===== src/rtl/atx_pkg.sv =====
package atx_pkg;
    localparam int CELL_BYTES = 53;
    localparam int HDR_BYTES  = 4;
    localparam int HEC_POS    = 4;
    localparam int IDX_W      = $clog2(CELL_BYTES);
    localparam int SCR_W      = 43;

    localparam logic [7:0] COSET_PAT    = 8'h55;
    localparam logic [7:0] FILL_PAYLOAD = 8'h6A;
    localparam logic [7:0] ERR_SINGLE   = 8'h01;
    localparam logic [7:0] ERR_MULTI    = 8'h0F;
    localparam logic [7:0] CRC_POLY     = 8'h07;

    typedef enum logic {
        FILL_IDLE       = 1'b0,
        FILL_UNASSIGNED = 1'b1
    } fill_kind_e;

    typedef struct packed {
        logic       hec_en;
        logic       coset_en;
        logic       scr_en;
        fill_kind_e fill;
    } tx_cfg_t;

    typedef struct packed {
        logic [SCR_W-1:0] state;
        logic [7:0]       dout;
    } scr_res_t;

    function automatic logic [7:0] crc8_byte(input logic [7:0] crc_in, input logic [7:0] b);
        logic [7:0] c;
        logic       fb;
        c = crc_in;
        for (int i = 7; i >= 0; i--) begin
            fb = c[7] ^ b[i];
            c  = {c[6:0], 1'b0} ^ (fb ? CRC_POLY : 8'h00);
        end
        return c;
    endfunction

    function automatic scr_res_t scramble_byte(input logic [SCR_W-1:0] st_in, input logic [7:0] b);
        scr_res_t r;
        logic     y;
        r.state = st_in;
        r.dout  = '0;
        for (int i = 7; i >= 0; i--) begin
            y         = b[i] ^ r.state[SCR_W-1];
            r.dout[i] = y;
            r.state   = {r.state[SCR_W-2:0], y};
        end
        return r;
    endfunction
endpackage


===== src/rtl/atx_hec_gen.sv =====
module atx_hec_gen
    import atx_pkg::*;
(
    input  logic       clk,
    input  logic       rst,
    input  logic       load,
    input  logic       first,
    input  logic [7:0] din,
    input  logic       coset_en,
    output logic [7:0] hec
);
    logic [7:0] crc_q;

    always_ff @(posedge clk) begin
        if (rst)
            crc_q <= '0;
        else if (load)
            crc_q <= crc8_byte(first ? 8'h00 : crc_q, din);
    end

    assign hec = crc_q ^ (coset_en ? COSET_PAT : 8'h00);

    // the accumulator only moves on header bytes
    p_hec_hold_r2: assert property (@(posedge clk) disable iff (rst)
        !load |=> $stable(crc_q));
endmodule


===== src/rtl/atx_scrambler.sv =====
module atx_scrambler
    import atx_pkg::*;
(
    input  logic       clk,
    input  logic       rst,
    input  logic       adv,
    input  logic [7:0] din,
    output logic [7:0] dout
);
    logic [SCR_W-1:0] state_q;
    scr_res_t         res;

    assign res  = scramble_byte(state_q, din);
    assign dout = res.dout;

    always_ff @(posedge clk) begin
        if (rst)
            state_q <= '0;
        else if (adv)
            state_q <= res.state;
    end

    // state frozen whenever no payload byte is scrambled
    p_scr_hold_r4: assert property (@(posedge clk) disable iff (rst)
        !adv |=> $stable(state_q));
endmodule


===== src/rtl/atx_err_ctrl.sv =====
module atx_err_ctrl
    import atx_pkg::*;
#(
    parameter int RATE_W  = 8,
    parameter int COUNT_W = 8
) (
    input  logic               clk,
    input  logic               rst,
    input  logic               en,
    input  logic               multi,
    input  logic [RATE_W-1:0]  rate,
    input  logic [COUNT_W-1:0] count,
    input  logic               cell_start,
    output logic [7:0]         mask
);
    logic [RATE_W-1:0]  gap_q;
    logic [COUNT_W-1:0] done_q;
    logic               flag_q;
    logic [RATE_W:0]    rate_eff;
    logic [RATE_W:0]    gap_inc;
    logic               room;

    assign rate_eff = (rate == '0) ? {{RATE_W{1'b0}}, 1'b1} : {1'b0, rate};
    assign gap_inc  = {1'b0, gap_q} + 1'b1;
    assign room     = done_q < count;

    always_ff @(posedge clk) begin
        if (rst || !en) begin
            gap_q  <= '0;
            done_q <= '0;
            flag_q <= 1'b0;
        end else if (cell_start) begin
            if (room && gap_inc >= rate_eff) begin
                flag_q <= 1'b1;
                gap_q  <= '0;
                done_q <= done_q + 1'b1;
            end else if (room) begin
                flag_q <= 1'b0;
                gap_q  <= gap_inc[RATE_W-1:0];
            end else begin
                flag_q <= 1'b0;
            end
        end
    end

    assign mask = flag_q ? (multi ? ERR_MULTI : ERR_SINGLE) : 8'h00;

    // once the programmed count is used up no further cell is marked
    p_err_cap_r7: assert property (@(posedge clk) disable iff (rst)
        (cell_start && en && !room) |=> !flag_q);
endmodule


===== src/rtl/atx_cell_tx.sv =====
module atx_cell_tx
    import atx_pkg::*;
#(
    parameter int CNT_W   = 32,
    parameter int RATE_W  = 8,
    parameter int COUNT_W = 8
) (
    input  logic               clk,
    input  logic               rst,
    input  logic               cfg_hec_en,
    input  logic               cfg_coset_en,
    input  logic               cfg_scr_en,
    input  logic               cfg_fill_sel,
    input  logic               cfg_err_en,
    input  logic               cfg_err_multi,
    input  logic [RATE_W-1:0]  cfg_err_rate,
    input  logic [COUNT_W-1:0] cfg_err_count,
    input  logic               in_valid,
    output logic               in_ready,
    input  logic [7:0]         in_data,
    input  logic               in_soc,
    output logic               out_valid,
    input  logic               out_ready,
    output logic [7:0]         out_data,
    output logic               out_soc,
    output logic [CNT_W-1:0]   cell_count
);
    localparam logic [IDX_W-1:0] LAST_IDX = IDX_W'(CELL_BYTES - 1);
    localparam logic [IDX_W-1:0] HEC_IDX  = IDX_W'(HEC_POS);

    tx_cfg_t          cfg;
    logic [IDX_W-1:0] idx_q;
    logic             is_data_q;
    logic [CNT_W-1:0] cnt_q;

    logic             at_bound, cur_data, fire, data_start;
    logic             in_hdr, in_pay;
    logic [7:0]       fill_hdr, hdr_byte, pay_base, scr_out, hec_val, err_mask;

    assign cfg.hec_en   = cfg_hec_en;
    assign cfg.coset_en = cfg_coset_en;
    assign cfg.scr_en   = cfg_scr_en;
    assign cfg.fill     = fill_kind_e'(cfg_fill_sel);

    assign at_bound   = (idx_q == '0);
    assign cur_data   = at_bound ? (in_valid && in_soc) : is_data_q;
    assign out_valid  = at_bound ? 1'b1 : (is_data_q ? in_valid : 1'b1);
    assign in_ready   = out_ready && (at_bound || is_data_q);
    assign fire       = out_valid && out_ready;
    assign data_start = fire && at_bound && in_valid && in_soc;
    assign out_soc    = at_bound;
    assign in_hdr     = idx_q < IDX_W'(HDR_BYTES);
    assign in_pay     = idx_q > HEC_IDX;

    // Fill header: only the last header byte differs between kinds
    assign fill_hdr = (idx_q == IDX_W'(HDR_BYTES - 1) && cfg.fill == FILL_IDLE) ? 8'h01 : 8'h00;
    assign hdr_byte = cur_data ? in_data : fill_hdr;
    assign pay_base = cur_data ? in_data : FILL_PAYLOAD;

    atx_hec_gen u_hec (
        .clk      (clk),
        .rst      (rst),
        .load     (fire && in_hdr),
        .first    (at_bound),
        .din      (hdr_byte),
        .coset_en (cfg.coset_en),
        .hec      (hec_val)
    );

    atx_scrambler u_scr (
        .clk  (clk),
        .rst  (rst),
        .adv  (fire && in_pay && cfg.scr_en),
        .din  (pay_base),
        .dout (scr_out)
    );

    atx_err_ctrl #(.RATE_W(RATE_W), .COUNT_W(COUNT_W)) u_err (
        .clk        (clk),
        .rst        (rst),
        .en         (cfg_err_en),
        .multi      (cfg_err_multi),
        .rate       (cfg_err_rate),
        .count      (cfg_err_count),
        .cell_start (data_start),
        .mask       (err_mask)
    );

    always_comb begin
        if (in_hdr)
            out_data = hdr_byte;
        else if (idx_q == HEC_IDX)
            out_data = ((!cur_data || cfg.hec_en) ? hec_val : in_data)
                       ^ (cur_data ? err_mask : 8'h00);
        else
            out_data = cfg.scr_en ? scr_out : pay_base;
    end

    always_ff @(posedge clk) begin
        if (rst) begin
            idx_q     <= '0;
            is_data_q <= 1'b0;
            cnt_q     <= '0;
        end else begin
            if (fire) begin
                idx_q <= (idx_q == LAST_IDX) ? '0 : idx_q + 1'b1;
                if (at_bound)
                    is_data_q <= cur_data;
            end
            if (data_start)
                cnt_q <= cnt_q + 1'b1;
        end
    end

    assign cell_count = cnt_q;

    // one increment per accepted cell start
    p_count_step_r8: assert property (@(posedge clk) disable iff (rst)
        data_start |=> (cnt_q == $past(cnt_q) + 1'b1));
    // the byte after a cell's last byte opens a new cell
    p_soc_after_last_r9: assert property (@(posedge clk) disable iff (rst)
        (fire && idx_q == LAST_IDX) |=> out_soc);
    // a slot started without a marker takes no more FIFO bytes
    p_fill_no_take_r6: assert property (@(posedge clk) disable iff (rst)
        (fire && at_bound && !(in_valid && in_soc)) |=> !in_ready);
endmodule


===== config.mk =====
export PLATFORM = sky130hd
export DESIGN_NAME = atx_cell_tx
export DESIGN_NICKNAME = d
export VERILOG_FILES = /design/src/rtl/atx_pkg.sv /design/src/rtl/atx_hec_gen.sv /design/src/rtl/atx_scrambler.sv /design/src/rtl/atx_err_ctrl.sv /design/src/rtl/atx_cell_tx.sv
export SDC_FILE = /design/constraint.sdc
export NUM_CORES = 1
export LEC_CHECK = 0
export BUFFER_PORTS_ARGS = -buffer_cell sky130_fd_sc_hd__buf_2
export CELL_PAD_IN_SITES_DETAIL_PLACEMENT = 0
export CELL_PAD_IN_SITES_GLOBAL_PLACEMENT = 1
export CORE_MARGIN = 1.5
export CORE_UTILIZATION = 25
export CTS_CLUSTER_SIZE = 40
export DETAILED_ROUTE_END_ITERATION = 8
export PLACE_DENSITY_LB_ADDON = 0.1
export SYNTH_ARGS = -nofsm -noshare
export SYNTH_HDL_FRONTEND = slang
export SYNTH_HIERARCHICAL = 1
export SYNTH_SLANG_ARGS = --single-unit

===== constraint.sdc =====
create_clock -name clk -period 5.2 [get_ports clk]
set_input_delay 0.52 -clock clk [delete_from_list [all_inputs] [get_ports clk]]
set_output_delay 0.52 -clock clk [all_outputs]
set_load 0.1 [all_outputs]

; ---- Word level (Yosys, flattened, before mapping)
; Cells that the tools add are included.
[op_classes]
n_addsub = 4
magnitude_cmp = 4
eq_ne = 3
reduce_logical = 22
mux = 28
n_bitwise = 27
[ops]
columns = cell, count
row1 = 2-to-1 mux 8 bit, 12
row2 = XOR 8 bit, 10
row3 = "adder 32 x 1 -> 32 bit, second input constant", 1
row4 = 2-to-1 mux 3 bit, 8
row5 = XOR 1 bit, 16
row6 = logical AND 1 bit, 11
row7 = "adder 8 x 1 -> 9 bit, second input constant", 1
row8 = >= comparator 9 bit, 1
row9 = "adder 8 x 1 -> 8 bit, second input constant", 1
row10 = zero test 8 bit, 1
row11 = less-than comparator 8 bit, 1
row12 = 2-to-1 mux 7 bit, 1
row13 = "adder 6 x 1 -> 6 bit, second input constant", 1
row14 = "== test 6 x 2 -> 1 bit, second input constant", 1
row15 = "== test 6 x 3 -> 1 bit, second input constant", 1
row16 = "== test 6 bit, second input constant", 1
row17 = "greater-than comparator 6 x 3 -> 1 bit, second input constant", 1
row18 = zero test 6 bit, 1
row19 = "less-than comparator 6 x 3 -> 1 bit, second input constant", 1
row20 = 2-to-1 mux 6 bit, 1
row21 = AND reduction 2 bit, 3
row22 = 2-to-1 mux 1 bit, 5
row23 = 2-to-1 mux 4 bit, 1
row24 = logical OR 1 bit, 3
row25 = other kinds (3), 4
[word_totals]
output_inout_bits = 43
word_cells = 96
register_bits = 107

; ---- Logic depth before layout (Yosys ltp)
; Gate-level depths: netlist of the first run.
[logic_depth]
depth_word = 28
ltp_mapped = 13
ltp_nobuf = 12

; ---- Hierarchy
; The synthesis of the first run kept the hierarchy.
[modules_own_cells]
columns = module, seq_area_each_um2, n_inst, area_each_um2, cells_each
row1 = atx_cell_tx, 780.7, 1, 2507.4, 327
row2 = atx_scrambler, 860.8, 1, 1699.1, 156
row3 = atx_err_ctrl, 340.3, 1, 1302.5, 161
row4 = atx_hec_gen, 160.2, 1, 725.7, 75

; ---- Worst setup path before layout of the first run
; No wires, ideal clock.
[synth_path]
path_type = register to output
from = register idx_q[0]
to = output port in_ready
stages_incl_launch_ff = 8
t_arrival_ps = 4145
t_required_ps = 4680
slack_ps = 535
cell_sequence = dfxtp_1 -> inv_1 -> ha_1 -> or4b_2 -> clkbuf_1 -> nor2_1 -> nor2_1 -> nor2_1
[synth_between]
elab_chain_cells = 3
[synth_rtl]
columns = element, line
row1 = "start, declared", atx_cell_tx.sv:32  ; logic [IDX_W-1:0] idx_q;
row2 = "start signal, assigned", atx_cell_tx.sv:106  ; idx_q <= (idx_q == LAST_IDX) ? '0 : idx_q + 1'b1;
row3 = zero test 6 bit, atx_cell_tx.sv:45  ; assign at_bound = (idx_q == '0);
row4 = named net out_soc, atx_cell_tx.sv:25  ; output logic out_soc,
row5 = logical OR 1 bit, atx_cell_tx.sv:48  ; assign in_ready = out_ready && (at_bound || is_data_q);
row6 = logical AND 1 bit, atx_cell_tx.sv:48
row7 = "end, declared", atx_cell_tx.sv:19  ; output logic in_ready,
; The timed path passes the listed nets, and every way through them passes these cells.

; ---- Final worst setup path of the first run
[layout_path]
from = register idx_q[0]
to = output port out_data[0]
[layout_between]
elab_cells_between_ends = 18
classes_between = order compare: 1 / eq/ne: 2 / mux: 9 / bitwise: 2 / reduce/logical: 4
[layout_rtl]
columns = element, line
row1 = zero test 6 bit, atx_cell_tx.sv:45
row2 = 2-to-1 mux 1 bit, atx_cell_tx.sv:46  ; assign cur_data = at_bound ? (in_valid && in_soc) : is_data_q;
row3 = 2-to-1 mux 8 bit, atx_cell_tx.sv:58  ; assign pay_base = cur_data ? in_data : FILL_PAYLOAD;
row4 = named net pay_base[0], atx_cell_tx.sv:38  ; logic [7:0] fill_hdr, hdr_byte, pay_base, scr_out, hec_val, err_mask;
row5 = XOR 1 bit, atx_pkg.sv:48  ; y = b[i] ^ r.state[SCR_W-1];
row6 = named net scr_out[0], atx_cell_tx.sv:38
row7 = 2-to-1 mux 8 bit, atx_cell_tx.sv:96  ; out_data = cfg.scr_en ? scr_out : pay_base;
row8 = 2-to-1 mux 8 bit, atx_cell_tx.sv:92  ; else if (idx_q == HEC_IDX)
row9 = 2-to-1 mux 8 bit, atx_cell_tx.sv:90  ; if (in_hdr)
row10 = "end, declared", atx_cell_tx.sv:24  ; output logic [7:0] out_data,
; The timed path passes the listed nets, and every way through them passes these cells.

==> flow_summary.yaml, run 1 <==
status:
  status: "finished clean"
cts:
  cts.sinks: 107
  cts_resized: 0
  cts-root-buf: "clkbuf_16"
  clock_latency_ps: 360
  clk_path_buf_depth: 2
  cts_tree: "yes"
  cts_hold_buf: 0
  cts_max_level: 3
  path_clk_slew_ps: 80
  postCtsSetupRepairBufs: 0
  cts_made_buffers: 9
floorplan:
  die_x_um: 161
  dieArea_um2: 25900
  die_h_um: 161
  boundaryPins: 78
  num_rows: 57
  coreArea_um2: 24400
  initial_core_util: 0.256
place:
  dp_hpwl_mm: 12.0
  routabilityCongestion: 0.834
  place_ws_ps: 1060
  place_inst: 1086
  placed_cell_area_um2: 6800
  port_buffers: 77
routing:
  drt_drc_violations_left: 0
  drtPass1Iterations: 4
  postRouteWirelength_mm: 16.3
  vias: 5130
  antenna_left: 0
  wl_per_cell_um: 14.8
  first_iter_violations: 340
  avgViaCountPerCell: 4.66
synthesis:
  synth_fa_ha_area_frac: 0.0401
  synth_area_um2: 6230
  synthCells: 719
  yosysWarnings: 6
  synth-edff-count: 0
  ys_types: 68
  yosys_register_bits: 107
  synth-async-reset-ratio: 0
  syn_area_per_cell_um2: 8.67
  synth_xor_area_frac: 0.108
  synth_top_family_by_area: "simple AND/OR/NAND/NOR gates"
  synth_compound_area_frac: 0.131
  ys_seq_area_frac: 0.344
  synth_mux_area_frac: 0.0739
  synth_flop_cell: "dfxtp_1"
  synth_simple_gate_area_frac: 0.230
timing:
  max_freq_mhz: 221
  hold_viol: 0
  maxSlewHeadroom: 0.400
  finalSetupViolCount: 0
  layout_min_cycle_time_ps: 4530
  finalSetupTns_ps: 0
  fin_skew_ps: 15.9
  whs_ps: 489
  final_max_slew_viol_count: 0
  rsz0062_at_grt: "no"
  period_share: 0.872
  fin_ws_ps: 666
  worst_slew_pin_slew_ps: 893
final_layout:
  drive_above_1_share: 0.170
  area_delta_synth_final_pct: 13.6
  postLayoutCellArea_um2: 7090
  finalNetCount: 828
  n_antenna_cell: 0
  instances_no_fill: 1102
critical_path:
  r2r_setup_slack_ps: 1450
  critical_path.startpoint_type: "flop"
  slowest_stage: "or4b_2"
  required_ps: 4680
  reg2reg_from: "idx_q[0]"
  ff2ff_path_depth: 13
  crit_fanout: 13
  crit_start: "idx_q[0]"
  endpoint: "out_data[0]"
  cpPeakStageDelay_ps: 720
  path_cells: "inv_1 -> ha_1 -> or4b_2 -> o21ai_0 -> o31ai_1 -> buf_4 -> and2_1 -> xnor2_1 -> inv_1 -> a21oi_1 -> o21ai_0 -> o22ai_1 -> a31oi_1 -> buf_2"
  worstPathArrival_ps: 4010
  crit_path_end_kind: "output pin"
  critPathKind: "reg -> out"
  r2r_end: "u_hec/crc_q[1]"
pwr:
  leakage_uw: 0.00270
  power_density_nw_per_um2: 256
  ir_worst_vdd_mv: 0.159
global_routing:
  grt_pass1_wl_mm: 26.6
  grt-ovfl-total: 0
  grt_pass1_vias: 5017
  grt_max_degree: 60
  grt_antenna_before_repair: 0
  gr-usage-all-layers: 0.128
flow_run:
  max-cap-violations: 0
hold_path:
  hp-class: "reg -> reg"
-- cells by family after synthesis --
family / count (synthesis)
buffers and inverters: 84
AND/OR/NAND/NOR: 273
multiplexers: 46
XOR/XNOR: 68
other: 1
AO/OA/AOI/OAI: 120
flip-flops: 107
adder cells (fa/ha/maj): 20
-- synth_stat cells, drive strengths merged (2+ instances only) --
| library cell | count | area share |
|---|---|---|
| a211o | 2 | 0.0030 |
| a211oi | 10 | 0.018 |
| a21oi | 34 | 0.027 |
| a221oi | 3 | 0.0042 |
| a22o | 4 | 0.0056 |
| a31oi | 3 | 0.0040 |
| a32oi | 3 | 0.0042 |
| a41oi | 2 | 0.0028 |
| and2 | 12 | 0.012 |
| and3 | 8 | 0.0080 |
| and4 | 5 | 0.0070 |
| buf | 27 | 0.038 |
| clkbuf | 15 | 0.0090 |
| dfxtp | 107 | 0.34 |
| ha | 20 | 0.040 |
| inv | 42 | 0.025 |
| mux2i | 46 | 0.074 |
| nand2 | 38 | 0.023 |
| nand2b | 12 | 0.012 |
| nand3 | 27 | 0.023 |
| nand4 | 15 | 0.015 |
| nor2 | 94 | 0.059 |
| nor2b | 12 | 0.013 |
| nor3 | 5 | 0.0040 |
| nor4 | 10 | 0.013 |
| o211ai | 2 | 0.0046 |
| o21a | 2 | 0.0024 |
| o21ai | 31 | 0.025 |
| o221ai | 4 | 0.0056 |
| o22ai | 6 | 0.0060 |
| o31ai | 8 | 0.0096 |
| or2 | 3 | 0.0030 |
| or3 | 19 | 0.019 |
| or4 | 8 | 0.010 |
| xnor2 | 33 | 0.049 |
| xnor3 | 4 | 0.015 |
| xor2 | 31 | 0.044 |
-- layer usage --
metal	routed length, um	vias up	track usage	share of wire
li1	-	2612	-	-
met1	7890	2410	0.169	0.49
met2	7400	92	0.209	0.45
met3	751	16	0.0313	0.046
met4	221	0	0.0349	0.014
met5	0	-	0	0
-- worst max-delay path, delay by kind of cell (launching register included) --
kind            cells  cell delay, ps
compound gates      6            1140
simple gates        2             900
buf+inv             4             830
flops               1             360
fa+ha+maj           1             270
xor+xnor            1             140
-- report_power, final --
part           switching (uW)  total (uW)  internal [uW]
combinational             171         277            106
clock                     352         684            332
sequential               19.4         850            830
-- area by class of cell --
class	instances	area, um^2
Sequential cell	107	2140
Fill cell	2646	17300
Timing Repair Buffer	82	438
Tap cell	324	405
Clock buffer	9	225
Multi-Input combinational cell	531	3660
Inverter	42	158
Clock inverter	7	57.6
-- worst min-delay path by stage --
stage                startpoint  cells past startpoint          endpoint  slack, ps
6_report         u_err/gap_q[7]                      1    u_err/gap_q[7]        490
3_3_place_gp     u_err/gap_q[7]                      1    u_err/gap_q[7]        470
4_1_cts          u_err/gap_q[7]                      1    u_err/gap_q[7]        490
2_1_floorplan    u_err/gap_q[7]                      1    u_err/gap_q[7]        450
5_1_grt        u_scr/state_q[5]                      2  u_scr/state_q[5]        520
3_5_place_dp     u_err/gap_q[7]                      1    u_err/gap_q[7]        460
-- stage by stage --
| stage | utilization | power [uW] |
|---|---|---|
| finish | 0.291 | 1810 |
| global route | 0.291 | 1910 |
| CTS | 0.291 | 1850 |
| detailed placement | 0.279 | 1150 |
| global placement | 0.279 | 1150 |
| floorplan | - | 1090 |
-- state kept, by name, summed over array words and instances, names as in the netlist --
name           flops
u_err/done_q       8
u_hec/crc_q        8
idx_q              6
u_scr/state_q     43
cell_count        32
u_err/flag_q       1
is_data_q          1
u_err/gap_q        8
-- cell usage in the layout, fill, tap and decap left out, types with 4 or more instances in the layout --
master,instances
dfxtp_1,107
nor2_1,86
buf_2,76
mux2i_1,46
inv_1,42
nand2_1,38
a21oi_1,34
xnor2_1,32
xor2_1,31
nand3_1,25
o21ai_0,23
ha_1,20
or3_1,17
nand4_1,15
and2_1,12
nand2b_1,12
nor2b_1,11
clkbuf_16,9
o31ai_1,8
nor4_1,8
o21ai_1,8
and3_1,8
a211oi_2,8
or4_1,7
nor2_2,7
o22ai_1,6
nor3_1,5
and4_1,5
buf_4,5
o221ai_1,4
a22o_1,4
conb_1,4
Note: power is estimated with default switching activity, not from simulation.
==> run 2, diff against run 1 <==
--- a/config.mk
+++ b/config.mk
@@ -9,9 +9,10 @@
 export CELL_PAD_IN_SITES_DETAIL_PLACEMENT = 0
 export CELL_PAD_IN_SITES_GLOBAL_PLACEMENT = 1
 export CORE_MARGIN = 1.5
-export CORE_UTILIZATION = 25
+export CORE_UTILIZATION = 48
 export CTS_CLUSTER_SIZE = 40
 export DETAILED_ROUTE_END_ITERATION = 8
+export GPL_TIMING_DRIVEN = 0
 export PLACE_DENSITY_LB_ADDON = 0.1
 export SYNTH_ARGS = -nofsm -noshare
 export SYNTH_HDL_FRONTEND = slang
==> flow_summary.yaml, run 2 (synthesis results as in run 1) <==
final_layout:
  largest-register: "u_scr/state_q"
  finalNetCount: 865
  utilization: 0.567
  area_delta_synth_final_pct: 15.2
  n_fill_cell: 1205
  n_antenna_cell: 0
  ff_latch_area_um2: 2140
  largest_reg_flops: 43
  mostFrequentLayoutCell: "dfxtp_1"
  multi_input_area_um2: 3650
  postLayoutCellArea_um2: 7180
  final_cell_mix: "107 x dfxtp_1, 87 x nor2_1, 83 x buf_2"
  drive_above_1_share: 0.187
floorplan:
  coreArea_um2: 12700
  die_x_um: 117
  dieArea_um2: 13700
  die_h_um: 117
  initial_core_util: 0.492
  num_rows: 41
  boundaryPins: 78
place:
  routabilityCongestion: 0.875
  place_ws_ps: 915
  placed_cell_area_um2: 6850
  dp_hpwl_mm: 11.3
  port_buffers: 77
critical_path:
  worstPathArrival_ps: 4160
  slowest_stage: "or4b_2"
  critical_path.startpoint_type: "flop"
  cpPeakStageDelay_ps: 600
  crit_path_end_kind: "output pin"
  critPathKind: "reg -> out"
  crit_fanout: 10
  path_cells: "inv_1 -> ha_1 -> or4b_2 -> clkbuf_1 -> o21ai_0 -> o31ai_1 -> clkbuf_1 -> and2_1 -> xnor2_1 -> inv_1 -> a221oi_1 -> nand3_1 -> buf_2"
  required_ps: 4680
timing:
  final_max_slew_viol_count: 0
  finalSetupViolCount: 0
  layout_min_cycle_time_ps: 4680
  fin_skew_ps: 7.93
  worst_slew_pin_slew_ps: 974
  finalSetupTns_ps: 0
  whs_ps: 489
  hold_viol: 0
  max_freq_mhz: 214
  maxSlewHeadroom: 0.345
  period_share: 0.900
  fin_ws_ps: 518
  rsz0062_at_grt: "no"
global_routing:
  grt-ovfl-total: 0
  grt_use_met1: 0.284
  met2_usage: 0.396
  grt-busiest-layer: "met2"
  met3_usage: 0.0510
  grt_pass1_wl_mm: 24.4
  gr-usage-all-layers: 0.227
  grt_antenna_before_repair: 0
  grt_max_degree: 19
  grt_pass1_vias: 5120
pwr:
  leakage_uw: 0.00287
  ir_worst_vdd_mv: 0.173
  power_density_nw_per_um2: 264
routing:
  postRouteWirelength_mm: 14.9
  vias: 5336
  wl_per_cell_um: 15.1
  avgViaCountPerCell: 5.41
  first_iter_violations: 280
  drt_drc_violations_left: 0
  antenna_left: 0
  drtPass1Iterations: 4
cts:
  cts_hold_buf: 0
  cts-root-buf: "clkbuf_16"
  clk_path_buf_depth: 2
  cts_tree: "yes"
  cts_max_level: 3
  path_clk_slew_ps: 70
  cts_resized: 0
  cts_made_buffers: 9
  postCtsSetupRepairBufs: 0
  cts.sinks: 107
  clock_latency_ps: 350
hold_path:
  hp-class: "reg -> reg"
flow_run:
  max-cap-violations: 0
status:
  status: "finished clean"
run 2: layer usage:
| metal | vias to the layer above | wire, um | share of wire |
|---|---|---|---|
| met2 | 112 | 7210 | 0.48 |
| met5 | - | 0 | 0 |
| met4 | 0 | 125 | 0.0084 |
| met3 | 10 | 690 | 0.046 |
| li1 | 2681 | - | - |
| met1 | 2533 | 6890 | 0.46 |
run 2: worst max-delay path: cells and delay by family (launching register included):
family / cells / cell delay, ps
adder cells (fa/ha/maj): 1 / 280
flip-flops: 1 / 360
XOR/XNOR: 1 / 300
AND/OR/NAND/NOR: 3 / 960
AO/OA/AOI/OAI: 3 / 970
buffers and inverters: 5 / 930
run 2: final cells by class:
type / instances / share of cell area
inverters: 42 / 0.0220
well taps: 172 / 0.0300
clock buffers: 10 / 0.0333
plain buffers: 42 / 0.0409
multi-input cells: 531 / 0.509
clock inverters: 6 / 0.0132
repair buffers: 77 / 0.0537
flip-flops and latches: 107 / 0.298
run 2: worst paths after layout:
check	startpoint	to	slack [ps]	cells past startpoint
min reg2reg	u_err/flag_q	u_err/flag_q	490	2
max	idx_q[0]	out_data[2]	520	13
min	u_err/flag_q	u_err/flag_q	490	2
max reg2reg	idx_q[0]	u_hec/crc_q[2]	1220	12
run 2: through the flow:
step / power [uW] / std cells
detailed placement: 1150 / 971
global route: 1980 / 987
floorplan: 1090 / 722
finish: 1900 / 987
global placement: 1150 / 971
CTS: 1920 / 987
run 2: power by group:
part	leakage, uW	switching, uW	internal (uW)
Sequential	0.000863	14.5	831
Clock	0.000164	321	441
Combinational	0.00184	176	116
Total	0.00287	512	1390
==> run 3, diff against run 2 <==
--- a/config.mk
+++ b/config.mk
@@ -14,6 +14,7 @@
 export DETAILED_ROUTE_END_ITERATION = 8
 export GPL_TIMING_DRIVEN = 0
 export PLACE_DENSITY_LB_ADDON = 0.1
+export RECOVER_POWER = 100
 export SYNTH_ARGS = -nofsm -noshare
 export SYNTH_HDL_FRONTEND = slang
 export SYNTH_HIERARCHICAL = 1
==> flow_summary.yaml, run 3 (synthesis results as in run 1) <==
place:
  place_ws_ps: 915
  port_buffers: 77
  dp_hpwl_mm: 11.3
  routabilityCongestion: 0.875
  placed_cell_area_um2: 6850
final_layout:
  mostFrequentLayoutCell: "dfxtp_1"
  final_cell_mix: "107 x dfxtp_1, 88 x nor2_1, 60 x clkbuf_1"
  utilization: 0.551
  area_delta_synth_final_pct: 12.0
  n_antenna_cell: 0
  n_fill_cell: 1242
  multi_input_area_um2: 3580
  drive_above_1_share: 0.118
  ff_latch_area_um2: 2140
  finalNetCount: 865
  postLayoutCellArea_um2: 6980
  largest-register: "u_scr/state_q"
  largest_reg_flops: 43
cts:
  cts_made_buffers: 9
  postCtsSetupRepairBufs: 0
  cts-root-buf: "clkbuf_16"
  cts_resized: 0
  cts_max_level: 3
  path_clk_slew_ps: 80
  clock_latency_ps: 350
  clk_path_buf_depth: 2
  cts.sinks: 107
  cts_hold_buf: 0
  cts_tree: "yes"
timing:
  fin_ws_ps: 492
  whs_ps: 488
  max_freq_mhz: 212
  hold_viol: 0
  fin_skew_ps: 9.16
  layout_min_cycle_time_ps: 4710
  final_max_slew_viol_count: 9
  finalSetupTns_ps: 0
  finalSetupViolCount: 0
  maxSlewHeadroom: -0.0530
  worst_slew_pin_slew_ps: 1570
  period_share: 0.905
  rsz0062_at_grt: "no"
status:
  violations: "capacitance limit, slew limit"
  status: "finished with violations"
routing:
  drtPass1Iterations: 4
  vias: 5338
  drt_drc_violations_left: 0
  wl_per_cell_um: 15.1
  avgViaCountPerCell: 5.41
  antenna_left: 0
  first_iter_violations: 267
  postRouteWirelength_mm: 14.9
floorplan:
  boundaryPins: 78
  initial_core_util: 0.492
  dieArea_um2: 13700
  die_h_um: 117
  die_x_um: 117
  coreArea_um2: 12700
  num_rows: 41
global_routing:
  grt-busiest-layer: "met2"
  grt_use_met1: 0.284
  grt_pass1_wl_mm: 24.4
  grt_antenna_before_repair: 0
  gr-usage-all-layers: 0.227
  met2_usage: 0.396
  grt_pass1_vias: 5120
  grt_max_degree: 19
  grt-ovfl-total: 0
  met3_usage: 0.0510
critical_path:
  crit_fanout: 10
  required_ps: 4680
  critPathKind: "reg -> out"
  critical_path.startpoint_type: "flop"
  cpPeakStageDelay_ps: 600
  cp_top_family: "buffers and inverters"
  critical_path_buf_inv_count: 5
  path_cells: "inv_1 -> ha_1 -> or4b_2 -> clkbuf_1 -> o21ai_0 -> o31ai_1 -> clkbuf_1 -> and2_1 -> xnor2_1 -> inv_1 -> a221oi_1 -> nand3_1 -> clkbuf_2"
  worstPathArrival_ps: 4190
  crit_path_end_kind: "output pin"
  slowest_stage: "or4b_2"
pwr:
  power_density_nw_per_um2: 272
  leakage_uw: 0.00265
  ir_worst_vdd_mv: 0.174
flow_run:
  max-cap-violations: 1
hold_path:
  hp-class: "reg -> reg"
[run 3: cell type report]
cell class                      instances  area share
Buffer                                 42      0.0305
Clock buffer                           10      0.0342
Clock inverter                          6      0.0136
Inverter                               42      0.0226
Multi-Input combinational cell        531       0.513
Sequential cell                       107       0.307
Tap cell                              172      0.0308
Timing Repair Buffer                   77      0.0487
[run 3: worst min-delay path, stage by stage, from the launching register on]
cell	delay, ps
dfxtp_1	320
nand2b_1	70
a21oi_1	60
[run 3: per-stage QoR]
step,power [uW],std cells
after detailed placement,1150,971
final,1900,987
after global placement,1150,971
after CTS,1920,987
after floorplan,1090,722
after global routing,1980,987
[run 3: path summary, 6_finish.rpt]
| check | end | depth (start not counted) | from | slack, ps |
|---|---|---|---|---|
| worst max-delay path | out_data[2] | 13 | idx_q[0] | 490 |
| worst min-delay path | u_err/flag_q | 2 | u_err/flag_q | 490 |
| worst max register to register | u_err/done_q[7] | 10 | idx_q[0] | 990 |
| worst min register to register | u_err/flag_q | 2 | u_err/flag_q | 490 |
[run 3: per-layer routing]
| metal | vias to the layer above | share of wire |
|---|---|---|
| met3 | 9 | 0.045 |
| met2 | 110 | 0.49 |
| li1 | 2683 | - |
| met1 | 2536 | 0.46 |
| met5 | - | 0 |
| met4 | 0 | 0.0081 |
[run 3: where the power goes]
part	total (uW)	switching, uW	internal [uW]	leakage, uW
logic	288	174	114	0.00163
registers	845	14.5	831	0.000863
clock network	766	325	441	0.000164
